[src/rtl/txq_steer_pkg.sv]
// Shared constants for the queue-to-channel steering block.
// Field positions of the per-queue configuration word are fixed here
// because software and the rest of the transmit path decode them.
package txq_steer_pkg;
    localparam int unsigned CFG_W    = 32;  // width of a queue word
    localparam int unsigned CH_LSB   = 0;   // channel field low bit
    localparam int unsigned CH_W     = 3;   // channel field width
    localparam int unsigned ACT_BIT  = 3;   // active flag
    localparam int unsigned SACK_BIT = 19;  // scheduler-ack enable
endpackage

[src/rtl/txq_cfg_regs.sv]
// Per-queue configuration register file.
// Holds channel, active flag and scheduler-ack flag for each queue.
// Assumes single-cycle writes and a combinational read of the addressed word.
module txq_cfg_regs
    import txq_steer_pkg::*;
#(
    parameter int unsigned NUM_Q = 16,
    localparam int unsigned QW   = $clog2(NUM_Q)
) (
    input  logic                  clk,
    input  logic                  rst_n,
    input  logic                  we,
    input  logic [QW-1:0]         addr,
    input  logic [CFG_W-1:0]      wdata,
    output logic [CFG_W-1:0]      rdata,
    output logic [NUM_Q*CH_W-1:0] q_ch_flat,
    output logic [NUM_Q-1:0]      q_act
);
    logic [CH_W-1:0]  ch_r [NUM_Q];
    logic [NUM_Q-1:0] act_r;
    logic [NUM_Q-1:0] sack_r;

    // Store the fields of the addressed queue on a write.
    always_ff @(posedge clk) begin
        if (!rst_n) begin
            for (int q = 0; q < NUM_Q; q++) ch_r[q] <= '0;
            act_r  <= '0;
            sack_r <= '0;
        end else if (we) begin
            ch_r[addr]   <= wdata[CH_LSB +: CH_W];
            act_r[addr]  <= wdata[ACT_BIT];
            sack_r[addr] <= wdata[SACK_BIT];
        end
    end

    // Rebuild the addressed word; unused bits read as zero.
    always_comb begin
        rdata                 = '0;
        rdata[CH_LSB +: CH_W] = ch_r[addr];
        rdata[ACT_BIT]        = act_r[addr];
        rdata[SACK_BIT]       = sack_r[addr];
    end

    // Flatten channel fields for the steering logic.
    for (genvar g = 0; g < NUM_Q; g++) begin : g_flat
        assign q_ch_flat[g*CH_W +: CH_W] = ch_r[g];
    end
    assign q_act = act_r;
endmodule

[src/rtl/txq_rr_pick.sv]
// Round-robin picker for the queues competing for one channel.
// Scans cyclically from its pointer; a grant moves the pointer past the winner.
// Assumes 'adv' is only raised while 'found' is high.
module txq_rr_pick #(
    parameter int unsigned NUM_Q = 16,
    localparam int unsigned QW   = $clog2(NUM_Q)
) (
    input  logic             clk,
    input  logic             rst_n,
    input  logic [NUM_Q-1:0] elig,
    input  logic             adv,
    output logic             found,
    output logic [QW-1:0]    pick
);
    logic [QW-1:0] ptr;

    // Find the first eligible queue at or after the pointer, wrapping.
    always_comb begin
        int idx;
        found = 1'b0;
        pick  = '0;
        for (int k = 0; k < NUM_Q; k++) begin
            idx = int'(ptr) + k;
            if (idx >= int'(NUM_Q)) idx = idx - int'(NUM_Q);
            if (!found && elig[idx]) begin
                found = 1'b1;
                pick  = QW'(idx);
            end
        end
    end

    // Move the pointer to the queue after the granted one.
    always_ff @(posedge clk) begin
        if (!rst_n) begin
            ptr <= '0;
        end else if (adv) begin
            ptr <= (int'(pick) == int'(NUM_Q) - 1) ? '0 : pick + 1'b1;
        end
    end
endmodule

[src/rtl/txq_ch_prio.sv]
// Fixed-priority channel selector: the highest index with a pending,
// ready channel wins. Purely combinational.
module txq_ch_prio #(
    parameter int unsigned NUM_CH = 8,
    localparam int unsigned CHW   = $clog2(NUM_CH)
) (
    input  logic [NUM_CH-1:0] avail,
    output logic              valid,
    output logic [CHW-1:0]    sel
);
    // Later (higher) channels overwrite earlier ones.
    always_comb begin
        valid = 1'b0;
        sel   = '0;
        for (int c = 0; c < NUM_CH; c++) begin
            if (avail[c]) begin
                valid = 1'b1;
                sel   = CHW'(c);
            end
        end
    end
endmodule

[src/rtl/txq_steer.sv]
// Queue-to-transmit-channel steering, top level.
// Filters requests by active flag and channel binding, runs one round-robin
// picker per channel, then grants the highest ready channel with a winner.
// Assumes the channel field width matches $clog2(NUM_CH).
module txq_steer
    import txq_steer_pkg::*;
#(
    parameter int unsigned NUM_Q  = 16,
    parameter int unsigned NUM_CH = 8,
    localparam int unsigned QW    = $clog2(NUM_Q),
    localparam int unsigned CHW   = $clog2(NUM_CH)
) (
    input  logic              clk,
    input  logic              rst_n,
    input  logic              cfg_we,
    input  logic [QW-1:0]     cfg_addr,
    input  logic [CFG_W-1:0]  cfg_wdata,
    output logic [CFG_W-1:0]  cfg_rdata,
    input  logic [NUM_Q-1:0]  q_req,
    input  logic [NUM_CH-1:0] ch_ready,
    output logic              grant_valid,
    output logic [QW-1:0]     grant_queue,
    output logic [CHW-1:0]    grant_channel
);
    logic [NUM_Q*CH_W-1:0] q_ch_flat;
    logic [NUM_Q-1:0]      q_act;
    logic [NUM_CH-1:0]     ch_found;
    logic [NUM_CH-1:0]     ch_avail;
    logic [QW-1:0]         ch_pick [NUM_CH];
    logic                  sel_valid;
    logic [CHW-1:0]        sel_ch;

    txq_cfg_regs #(.NUM_Q(NUM_Q)) u_regs (
        .clk       (clk),
        .rst_n     (rst_n),
        .we        (cfg_we),
        .addr      (cfg_addr),
        .wdata     (cfg_wdata),
        .rdata     (cfg_rdata),
        .q_ch_flat (q_ch_flat),
        .q_act     (q_act)
    );

    for (genvar c = 0; c < NUM_CH; c++) begin : g_ch
        logic [NUM_Q-1:0] elig;
        logic             adv;

        // Queues that are active, requesting and bound to this channel.
        always_comb begin
            for (int q = 0; q < NUM_Q; q++) begin
                elig[q] = q_req[q] && q_act[q] &&
                          (q_ch_flat[q*CH_W +: CH_W] == CH_W'(c));
            end
        end

        assign adv         = sel_valid && (sel_ch == CHW'(c));
        assign ch_avail[c] = ch_found[c] && ch_ready[c];

        txq_rr_pick #(.NUM_Q(NUM_Q)) u_rr (
            .clk   (clk),
            .rst_n (rst_n),
            .elig  (elig),
            .adv   (adv),
            .found (ch_found[c]),
            .pick  (ch_pick[c])
        );
    end

    txq_ch_prio #(.NUM_CH(NUM_CH)) u_prio (
        .avail (ch_avail),
        .valid (sel_valid),
        .sel   (sel_ch)
    );

    // Drive the grant; fields idle at zero without a winner.
    always_comb begin
        grant_valid   = sel_valid;
        grant_channel = sel_valid ? sel_ch : '0;
        grant_queue   = sel_valid ? ch_pick[sel_ch] : '0;
    end
endmodule

[config.mk]
export PLATFORM = sky130hd
export DESIGN_NAME = txq_steer
export DESIGN_NICKNAME = d
export VERILOG_FILES = /design/src/rtl/txq_steer_pkg.sv /design/src/rtl/txq_cfg_regs.sv /design/src/rtl/txq_rr_pick.sv /design/src/rtl/txq_ch_prio.sv /design/src/rtl/txq_steer.sv
export SDC_FILE = /design/constraint.sdc
export NUM_CORES = 1
export LEC_CHECK = 0
export ABC_AREA = 1
export BUFFER_PORTS_ARGS = -buffer_cell sky130_fd_sc_hd__buf_4
export CORE_MARGIN = 2
export CORE_UTILIZATION = 45
export DETAILED_ROUTE_END_ITERATION = 12
export SLEW_MARGIN = 20
export SYNTH_ARGS = -nofsm -noshare
export SYNTH_HDL_FRONTEND = slang
export SYNTH_HIERARCHICAL = 1
export SYNTH_SLANG_ARGS = --single-unit
[constraint.sdc]
create_clock -name clk -period 5.6 [get_ports clk]
set_input_delay 0.56 -clock clk [delete_from_list [all_inputs] [get_ports clk]]
set_output_delay 0.56 -clock clk [all_outputs]
set_load 0.01 [all_outputs]
# Word level (Yosys, flattened, before mapping)
# Memory sizes are Yosys's and may differ from the RTL's.
# Index checks and enable logic that the tools add are counted.
[word_totals]
regBits = 64
latchBits = 0
ram_bits = 48
mem_bits_ro = 0
inputBits = 63
out_inout_bits = 40
wordCells = 1884
mem_count = 1
[mem_list]
columns = ["name", "words", "word_bits", "rd", "rd_ports_with_merged_regs", "wr", "line_no", "source"]
rows = [
  ["u_regs.ch_r", 16, 3, 17, 0, 16, "txq_cfg_regs.sv:19", "logic [CH_W-1:0] ch_r [NUM_Q];"],
]
[op_classes]
add_sub_neg = 256
mul = 0
div_mod_pow = 0
n_lt_le_gt_ge = 259
n_eq_ne = 127
n_shift = 0
muxes = 811
bitwise = 1
reduce_logical = 419
[ops]
columns = ["cell", "count"]
rows = [
  ["32-bit by 6-bit less-than comparator with 1-bit output (second input constant)", 128],
  ["32-bit two-way mux", 128],
  ["32-bit by 6-bit greater-or-equal comparator with 1-bit output (second input constant)", 120],
  ["32-bit by 6-bit subtractor with 32-bit output (second input constant)", 120],
  ["4-bit two-way mux", 140],
  ["1-bit binary-select mux with 4-bit select", 130],
  ["1-bit two-way mux", 401],
  ["4-bit by 4-bit adder with 5-bit output (second input constant)", 64],
  ["1-bit logical AND", 281],
  ["3-bit equality test (second input constant)", 68],
  ["4-bit by 3-bit adder with 5-bit output (second input constant)", 32],
  ["1-bit zero test", 120],
  ["3-bit by 2-bit equality test with 1-bit output (second input constant)", 34],
  ["4-bit by 2-bit adder with 5-bit output (second input constant)", 16],
  ["3-bit by 1-bit equality test with 1-bit output (second input constant)", 17],
  ["3-bit zero test", 17],
  ["4-bit by 5-bit subtractor with 6-bit output (second input constant)", 8],
  ["4-bit by 1-bit adder with 5-bit output (second input constant)", 8],
  ["4-bit by 5-bit greater-or-equal comparator with 1-bit output (second input constant)", 8],
  ["4-bit by 1-bit adder with 4-bit output (second input constant)", 8],
  ["16-bit bitwise mux", 2],
  ["4-bit by 1-bit equality test with 1-bit output (second input constant)", 8],
  ["3-bit two-way mux", 6],
  ["4-bit binary-select mux with 3-bit select", 1],
  ["7 further kinds", 8],
]

# Longest topological paths before layout
# Gate-level depths: netlist (run 1).
# An unclocked memory read counts as a cell.
[logic_depth]
word_depth = 65
depth_mapped = 35
mapped_depth_nobuf = 33

# Modules after synthesis
# Netlist (run 1), hierarchy kept.
[modules_own_cells]
columns = ["module", "n_inst", "cells_per_inst", "area_per_inst_um2", "seq_area_each_um2"]
rows = [
  ["txq_rr_pick", 8, 407, 2039.5, 80.1],
  ["txq_cfg_regs", 1, 540, 4041.4, 2082.0],
  ["txq_steer", 1, 383, 1566.5, 0.0],
  ["txq_ch_prio", 1, 20, 77.6, 0.0],
]

# Worst setup path after synthesis (run 1)
# No wires, ideal clock.
[synth_path]
path_type = "register to output"
startpoint = "reg g_ch[2].u_rr.ptr[1]"
endpoint = "out grant_queue[0]"
arrival_ps = 3717
t_required_ps = 5040
path_slack_ps = 1323
stages_incl_launch_ff = 36
path_buffers = 4
path_cell_list = "dfxtp_1 -> inv_1 -> buf_2 -> ha_1 -> inv_1 -> buf_2 -> nand3_1 -> nand3_1 -> nand2_1 -> nand2_1 -> nand2_2 -> nor2_4 -> nand4_2 -> nor2_4 -> nand4_4 -> nor2_4 -> nand4_2 -> inv_2 -> nand4_1 -> nand2_1 -> inv_1 -> inv_1 -> nand2_1 -> nand2_1 -> nand2_1 -> nand2_1 -> nand2_1 -> nand2_1 -> buf_6 -> buf_12 -> nand2_2 -> nand2_1 -> nand2_1 -> nand2_1 -> nand2_1 -> nand2_1"
[synth_via]
elab_chain_cells = 63
word_cells_on_any_way = 191
classes_between = "add/sub: 31; order compare: 16; mux: 112; bitwise: 1; reduce/logical: 31"
[synth_lines]
columns = ["element", "line_no", "source"]
rows = [
  ["start: declaration", "txq_rr_pick.sv:15", "logic [QW-1:0] ptr;"],
  ["start signal: assignment", "txq_rr_pick.sv:37", "ptr <= (int'(pick) == int'(NUM_Q) - 1) ? '0 : pick + 1'b1;"],
  ["branches (longest 50 deep; another with 32-bit by 6-bit subtractor with 32-bit output)", "--", ""],
  ["1-bit two-way mux (*)", "txq_rr_pick.sv:25", "if (!found && elig[idx]) begin"],
  ["named net ch_found[2]", "txq_steer.sv:27", "logic [NUM_CH-1:0] ch_found;"],
  ["1-bit logical AND (*)", "txq_steer.sv:57", "assign ch_avail[c] = ch_found[c] && ch_ready[c];"],
  ["named net ch_avail[2]", "txq_steer.sv:28", "logic [NUM_CH-1:0] ch_avail;"],
  ["2-bit two-way mux (*) (2 in series)", "txq_ch_prio.sv:16", "if (avail[c]) begin"],
  ["3-bit two-way mux (*) (4 in series)", "txq_ch_prio.sv:16", ""],
  ["named net sel_ch[0]", "txq_steer.sv:31", "logic [CHW-1:0] sel_ch;"],
  ["3-bit NOT with 4-bit output (implied by the code) (*)", "txq_steer.sv:79", "grant_queue = sel_valid ? ch_pick[sel_ch] : '0;"],
  ["4-bit binary-select mux with 3-bit select (*)", "txq_steer.sv:79", ""],
  ["4-bit two-way mux (implied by the code) (*) (2 in series)", "txq_steer.sv:79", ""],
  ["4-bit two-way mux (*)", "txq_steer.sv:79", ""],
  ["end: declaration", "txq_steer.sv:22", "output logic [QW-1:0] grant_queue,"],
]
# Mark *: on every way through the listed nets, which the timed path passes. The select of a mux whose other input is x is not followed.

# Worst setup path after layout (run 1)
[layout_path]
startpoint = "reg g_ch[0].u_rr.ptr[0]"
endpoint = "out grant_queue[0]"
[layout_via]
elab_chain_cells = 61
word_cells_on_any_way = 186
classes_between = "add/sub: 31; order compare: 16; mux: 108; reduce/logical: 31"
[layout_lines]
columns = ["element", "line_no"]
rows = [
  ["start: declaration", "txq_rr_pick.sv:15"],
  ["start signal: assignment", "txq_rr_pick.sv:37"],
  ["branches (longest 50 deep; another with 32-bit by 6-bit subtractor with 32-bit output)", "--"],
  ["1-bit two-way mux (*)", "txq_rr_pick.sv:25"],
  ["named net ch_found[0]", "txq_steer.sv:27"],
  ["1-bit logical AND (*)", "txq_steer.sv:57"],
  ["named net ch_avail[0]", "txq_steer.sv:28"],
  ["1-bit two-way mux (*) (8 in series)", "txq_ch_prio.sv:16"],
  ["4-bit two-way mux (*)", "txq_steer.sv:79"],
]
# Marked as above.

==> summary.txt, run 1 <==
Outcome
  • Status: completed

Die
  • Core box area: around 0.05 mm²
  • Die W: between 200 and 250 µm
  • DIE AREA: about 0.051 mm²
  • Initial core utilization: 0.452
  • Die height: about 230 µm
  • Number of primary I/O pins: ~100
  • # rows: about 80

GRT
  • Total gr overflow: 0
  • First-pass GRT wire length: ~130000 µm
  • Largest net degree at the start of global routing: 45
  • All-layer global routing usage: 0.316
  • Vias in the first global route: roughly 23000
  • Antenna violations before repair: 0

Yosys
  • Main flop type after synthesis: dfxtp_1
  • Mapped Cells: 4199
  • Sequential area share after synthesis: 0.124
  • Post-synth top cells: nand2_1, nand3_1, inv_1
  • Mapped Area: ~0.022 mm²
  • EDFF count, synth: 48
  • Cell taking the most area after synthesis: nand2_1
  • Mapped Avg Cell Area: 5.24 µm²
  • Most numerous cell in the Yosys netlist: nand2_1
  • Yosys warnings: 6
  • Yosys reg bits: 112
  • Post-synth ARST share: 0
  • Yosys cell types: 39
  • Top cells by area, synth: nand2_1, nand3_1, inv_1, nor2_1, edfxtp_1
  • Share of the synthesized area in the top cell type: 0.264

STA
  • Max Clk Rate: between 150 and 200 MHz
  • Slew margin rel.: 0.445
  • Worst-margin pin slew: a little over 0.8 ns
  • Fin. Hold Viols: 0
  • Max Slew Vio Count: 0
  • # setup viols final: 0
  • Fin crit share: 0.940
  • Hold_ws: 0.493 ns
  • Setup Skew: 0.0154 ns
  • Period minus WS final: 5.26 ns
  • Setup_tns: 0 ns

Drt
  • Wire length per cell: approximately 17 µm
  • TritonRoute pass-1 iters: 8
  • DRC Markers: 0
  • Routed Antenna Nets: 0
  • Vias: 26600
  • Via/cell ratio: approximately 5.5
  • Total Wirelength: about 82000 µm
  • Initial DRC count: between 3000 and 4000

Clocking
  • CTS tree: built
  • Clock Path Buffers: 2
  • Clock-pin slew on the worst setup and hold paths: around 0.090 ns
  • Clock sinks: between 100 and 150
  • CTS Buf Count: 9
  • CTS H-tree depth: 3
  • CTS Root Cell: clkbuf_16
  • Worst skew pair latency: 0.38 ns

Layout
  • Antenna diodes: 0
  • Fraction of layout cells with a size suffix above 1: 0.0904
  • Synthesis-to-finish area growth: 6.09%
  • Nets@finish: ~4400
  • Fin util: 0.480
  • Layout Cells excl Fill: 4850
  • Fillers: between 5000 and 6000

Critical path
  • Most used cell, CP: nand2_1
  • Crit-path max FO: 20
  • Data required time of the worst path: around 5.0 ns
  • Largest stage delay, worst path: about 0.33 ns
  • CP endpoint kind: output port
  • R2R Setup Slk: around 0.77 ns
  • Crit Path Category: reg -> out
  • Crit path DAT: 4.70 ns
  • Crit-path slowest cell: dfxtp_1
  • CP Launch Type: flop

Min path
  • Hold Path Class: reg -> reg

Placement
  • HPWL Detailed: 65900 µm
  • DP Cell Count: 4827
  • Placer Congestion: 1.03
  • Port bufs: 48

Flow run
  • Max Cap Violations: 0
==> path summary, 6_finish.rpt <==
kind                               to  cells after the start                 from
setup / recovery       grant_queue[0]                     25  g_ch[0].u_rr/ptr[0]
hold reg to reg     u_regs/sack_r[15]                      2    u_regs/sack_r[15]
setup reg to reg  g_ch[3].u_rr/ptr[0]                     28  g_ch[6].u_rr/ptr[0]
hold / removal      u_regs/sack_r[15]                      2    u_regs/sack_r[15]
==> through the flow <==
| step | setup slack [ns] | instance area (µm²) |
|---|---|---|
| 2_1_floorplan | 1.32 | 22100 |
| 4_1_cts | 0.0257 | 23200 |
| 6_report | 0.338 | 23300 |
| 3_5_place_dp | 0.400 | 22900 |
| 3_3_place_gp | 0.421 | 22900 |
| 5_1_grt | -0.00192 | 23300 |
==> layer usage <==
| metal | wire length [µm] | vias to the layer above | GRT usage | share of wire |
|---|---|---|---|---|
| met3 | 6260 | 144 | 0.0279 | 0.076 |
| met4 | 2530 | 0 | 0.0921 | 0.031 |
| met1 | 36300 | 11900 | 0.434 | 0.44 |
| li1 | - | 13500 | - | - |
| met2 | 36700 | 1134 | 0.527 | 0.45 |
| met5 | 0 | - | 0 | 0 |
==> cell type report <==
class	count	area [µm²]	area share
inverter	532	2030	0.0870
tap	622	778	0.0333
sequential	112	2730	0.117
timing repair buffer	131	1000	0.0429
clock inverter	7	82.6	0.00354
multi-input combinational	3437	16500	0.707
clock buffer	9	225	0.00965
==> sequential cells by signal, summed over array words and instances (netlist names) <==
register,flops
u_regs/ch_r,48
g_ch.u_rr/ptr,32
u_regs/sack_r,16
u_regs/q_act,16
==> worst max-delay path: cells and delay by family (launching register included) <==
family / cells / cell delay [ns]
and+or+nand+nor: 18 / 2.58
buffers and inverters: 6 / 1.10
DFF: 1 / 0.33
adders and majority gates: 1 / 0.31
==> cell usage in the layout, fill, tap and decap left out, types with 4 or more instances in the layout <==
cell | netlist | routed
nand2_1 | 1550 | 1548
nand3_1 | 840 | 840
inv_1 | 487 | 480
nor2_1 | 388 | 388
buf_4 | 36 | 126
o21ai_0 | 112 | 112
nand4_1 | 72 | 72
ha_1 | 64 | 64
nand2_2 | 63 | 63
dfxtp_1 | 64 | 59
a21oi_1 | 56 | 56
edfxtp_1 | 48 | 48
inv_2 | 45 | 43
xor2_1 | 40 | 40
conb_1 | 1 | 27
nor2_4 | 24 | 24
o21ai_1 | 24 | 24
nor2_2 | 22 | 22
nand3b_1 | 16 | 16
xnor2_1 | 16 | 16
nand4_2 | 16 | 16
nand4_4 | 16 | 16
nor3_1 | 17 | 16
nand2_4 | 8 | 10
clkbuf_16 | 0 | 9
o21ai_2 | 8 | 8
a31oi_1 | 8 | 8
xor2_2 | 8 | 8
o21a_1 | 8 | 8
o22ai_1 | 8 | 8
nor4_1 | 8 | 8
a21oi_2 | 8 | 8
or2_0 | 8 | 8
clkinvlp_4 | 0 | 7
buf_6 | 17 | 5
dfxtp_2 | 0 | 4
==> logic make-up (layout without fill, tap and decap cells) <==
kind of cell	after synthesis	in the layout	share of synthesized area
and+or+nand+nor	3050	3050	0.622
buffers and inverters	676	679	0.132
other	1	27	0.000170
AOI/OAI and AO/OA	232	232	0.0573
xor gates and xnor gates	64	64	0.0282
DFF	112	112	0.124
adders and majority gates	64	64	0.0364
==> repair_timing <==
action                                  CTS  global route
setup buffers                             0             7
hold buffers                              0             0
endpoints found under the setup margin    3             6
pin swaps                                 0             1
gates resized for setup                   2            25
Power of run 1 is left out: the tool's default activity adds up to more than one toggle a clock period on the data nets, which glitch-free logic cannot reach.
==> inputs of run 2 (changes only) <==
Settings changed: RECOVER_POWER set to 25.
==> summary.txt, run 2 (synthesized netlist as in run 1, its figures left out) <==
STA
  • Max Slew Vio Count: 45
  • Max Clk Rate: 191 MHz
  • Setup_tns: 0 ns
  • Fin. Hold Viols: 0
  • Setup Skew: 0.0167 ns
  • Post-route setup slack: roughly 0.36 ns
  • Fin crit share: 0.937
  • Worst-margin pin slew: between 2 and 2.5 ns
  • Period minus WS final: 5.24 ns
  • # setup viols final: 0
  • Slew margin rel.: -0.474

Layout
  • Max reg flops: 48
  • Layout Cells excl Fill: 4850
  • Top reg by flops: u_regs/ch_r
  • Largest regs: u_regs/ch_r x48, g_ch.u_rr/ptr x32
  • Nets@finish: roughly 4400
  • Synthesis-to-finish area growth: 6.04%
  • Fraction of layout cells with a size suffix above 1: 0.0896
  • Antenna diodes: 0
  • Commonest cells after routing, fill and taps aside: nand2_1, nand3_1, inv_1
  • Most common cell after layout, fill and taps aside: nand2_1

Critical path
  • Crit-path slowest cell: dfxtp_1
  • Largest stage delay, worst path: between 0.3 and 0.4 ns
  • Most used cell, CP: nand2_1
  • CP endpoint kind: output port
  • CP Launch Type: flop
  • Crit-path max FO: 20
  • Crit path DAT: ~4.7 ns
  • Data required time of the worst path: 5.04 ns
  • Crit Path Category: reg -> out

GRT
  • First-pass GRT wire length: approximately 130000 µm
  • Total gr overflow: 0
  • Largest net degree at the start of global routing: between 40 and 50
  • All-layer global routing usage: 0.316
  • Vias in the first global route: about 23000
  • Antenna violations before repair: 0

Drt
  • Vias: 26500
  • DRC Markers: 0
  • Via/cell ratio: between 5 and 6
  • TritonRoute pass-1 iters: 8
  • Wire length per cell: approximately 17 µm
  • Routed Antenna Nets: 0
  • Initial DRC count: 3046
  • Total Wirelength: a little over 80000 µm

Clocking
  • Worst skew pair latency: between 0.3 and 0.4 ns
  • CTS tree: built
  • CTS Root Cell: clkbuf_16
  • CTS Buf Count: 9
  • Clock sinks: approximately 110
  • CTS H-tree depth: 3
  • Clock-pin slew on the worst setup and hold paths: approximately 0.09 ns
  • Clock Path Buffers: 2

Die
  • Die height: around 230 µm
  • Initial core utilization: 0.452
  • Number of primary I/O pins: 103
  • DIE AREA: 0.0507 mm²
  • Core box area: just under 0.05 mm²
  • Die W: between 200 and 250 µm
  • # rows: 81

Placement
  • DP Cell Count: 4827
  • Port bufs: between 40 and 50
  • HPWL Detailed: about 66000 µm
  • Placer Congestion: just over 1
  • Dpl ws: about 0.4 ns

Outcome
  • Failing checks: capacitance limit, slew limit
  • Status: finished with violations

Flow run
  • Max Cap Violations: 1

Min path
  • Hold Path Class: reg -> reg
-- run 2: timing repair --
action,4_1_cts,5_1_grt
hold buffers,0,0
endpoints found under the setup margin,3,6
gates resized for setup,2,25
setup buffers,0,7
pin swaps,0,1
cloned,0,0
-- run 2: worst paths after layout --
check                           start                   to  slack, ns  cells past startpoint
setup / recovery  g_ch[0].u_rr/ptr[0]       grant_queue[0]       0.36                     25
hold / removal      u_regs/sack_r[15]    u_regs/sack_r[15]       0.49                      2
hold reg to reg     u_regs/sack_r[15]    u_regs/sack_r[15]       0.49                      2
setup reg to reg  g_ch[6].u_rr/ptr[0]  g_ch[3].u_rr/ptr[0]       0.76                     28
-- run 2: metal layers --
metal | up-vias | routed length (µm) | global-route usage
met1 | 11900 | 36200 | 0.434
li1 | 13500 | - | -
met4 | 0 | 2470 | 0.0921
met3 | 130 | 6230 | 0.0279
met2 | 1029 | 36700 | 0.527
met5 | - | 0 | 0
-- run 2: worst max-delay path: cells and delay by family (launching register included) --
family                     cells  cell delay [ns]
and+or+nand+nor               18             2.57
buffers and inverters          6             1.08
DFF                            1             0.33
adders and majority gates      1             0.31
-- run 2: area by class of cell --
| class | count | area, µm² |
|---|---|---|
| well taps | 622 | 778 |
| flip-flops and latches | 112 | 2730 |
| repair buffers | 131 | 998 |
| clock inverters | 7 | 82.6 |
| inverters | 532 | 2030 |
| fillers | 5472 | 25300 |
| clock buffers | 9 | 225 |
| multi-input cells | 3437 | 16500 |
-- run 2: stage by stage --
stage               utilization  hold WS (ns)  cell area, µm²
floorplan                     -         0.453           22100
global route              0.480         0.518           23300
global placement          0.471         0.465           22900
CTS                       0.477         0.493           23200
finish                    0.480         0.494           23300
detailed placement        0.471         0.472           22900
Power of run 2 is left out for the same reason.
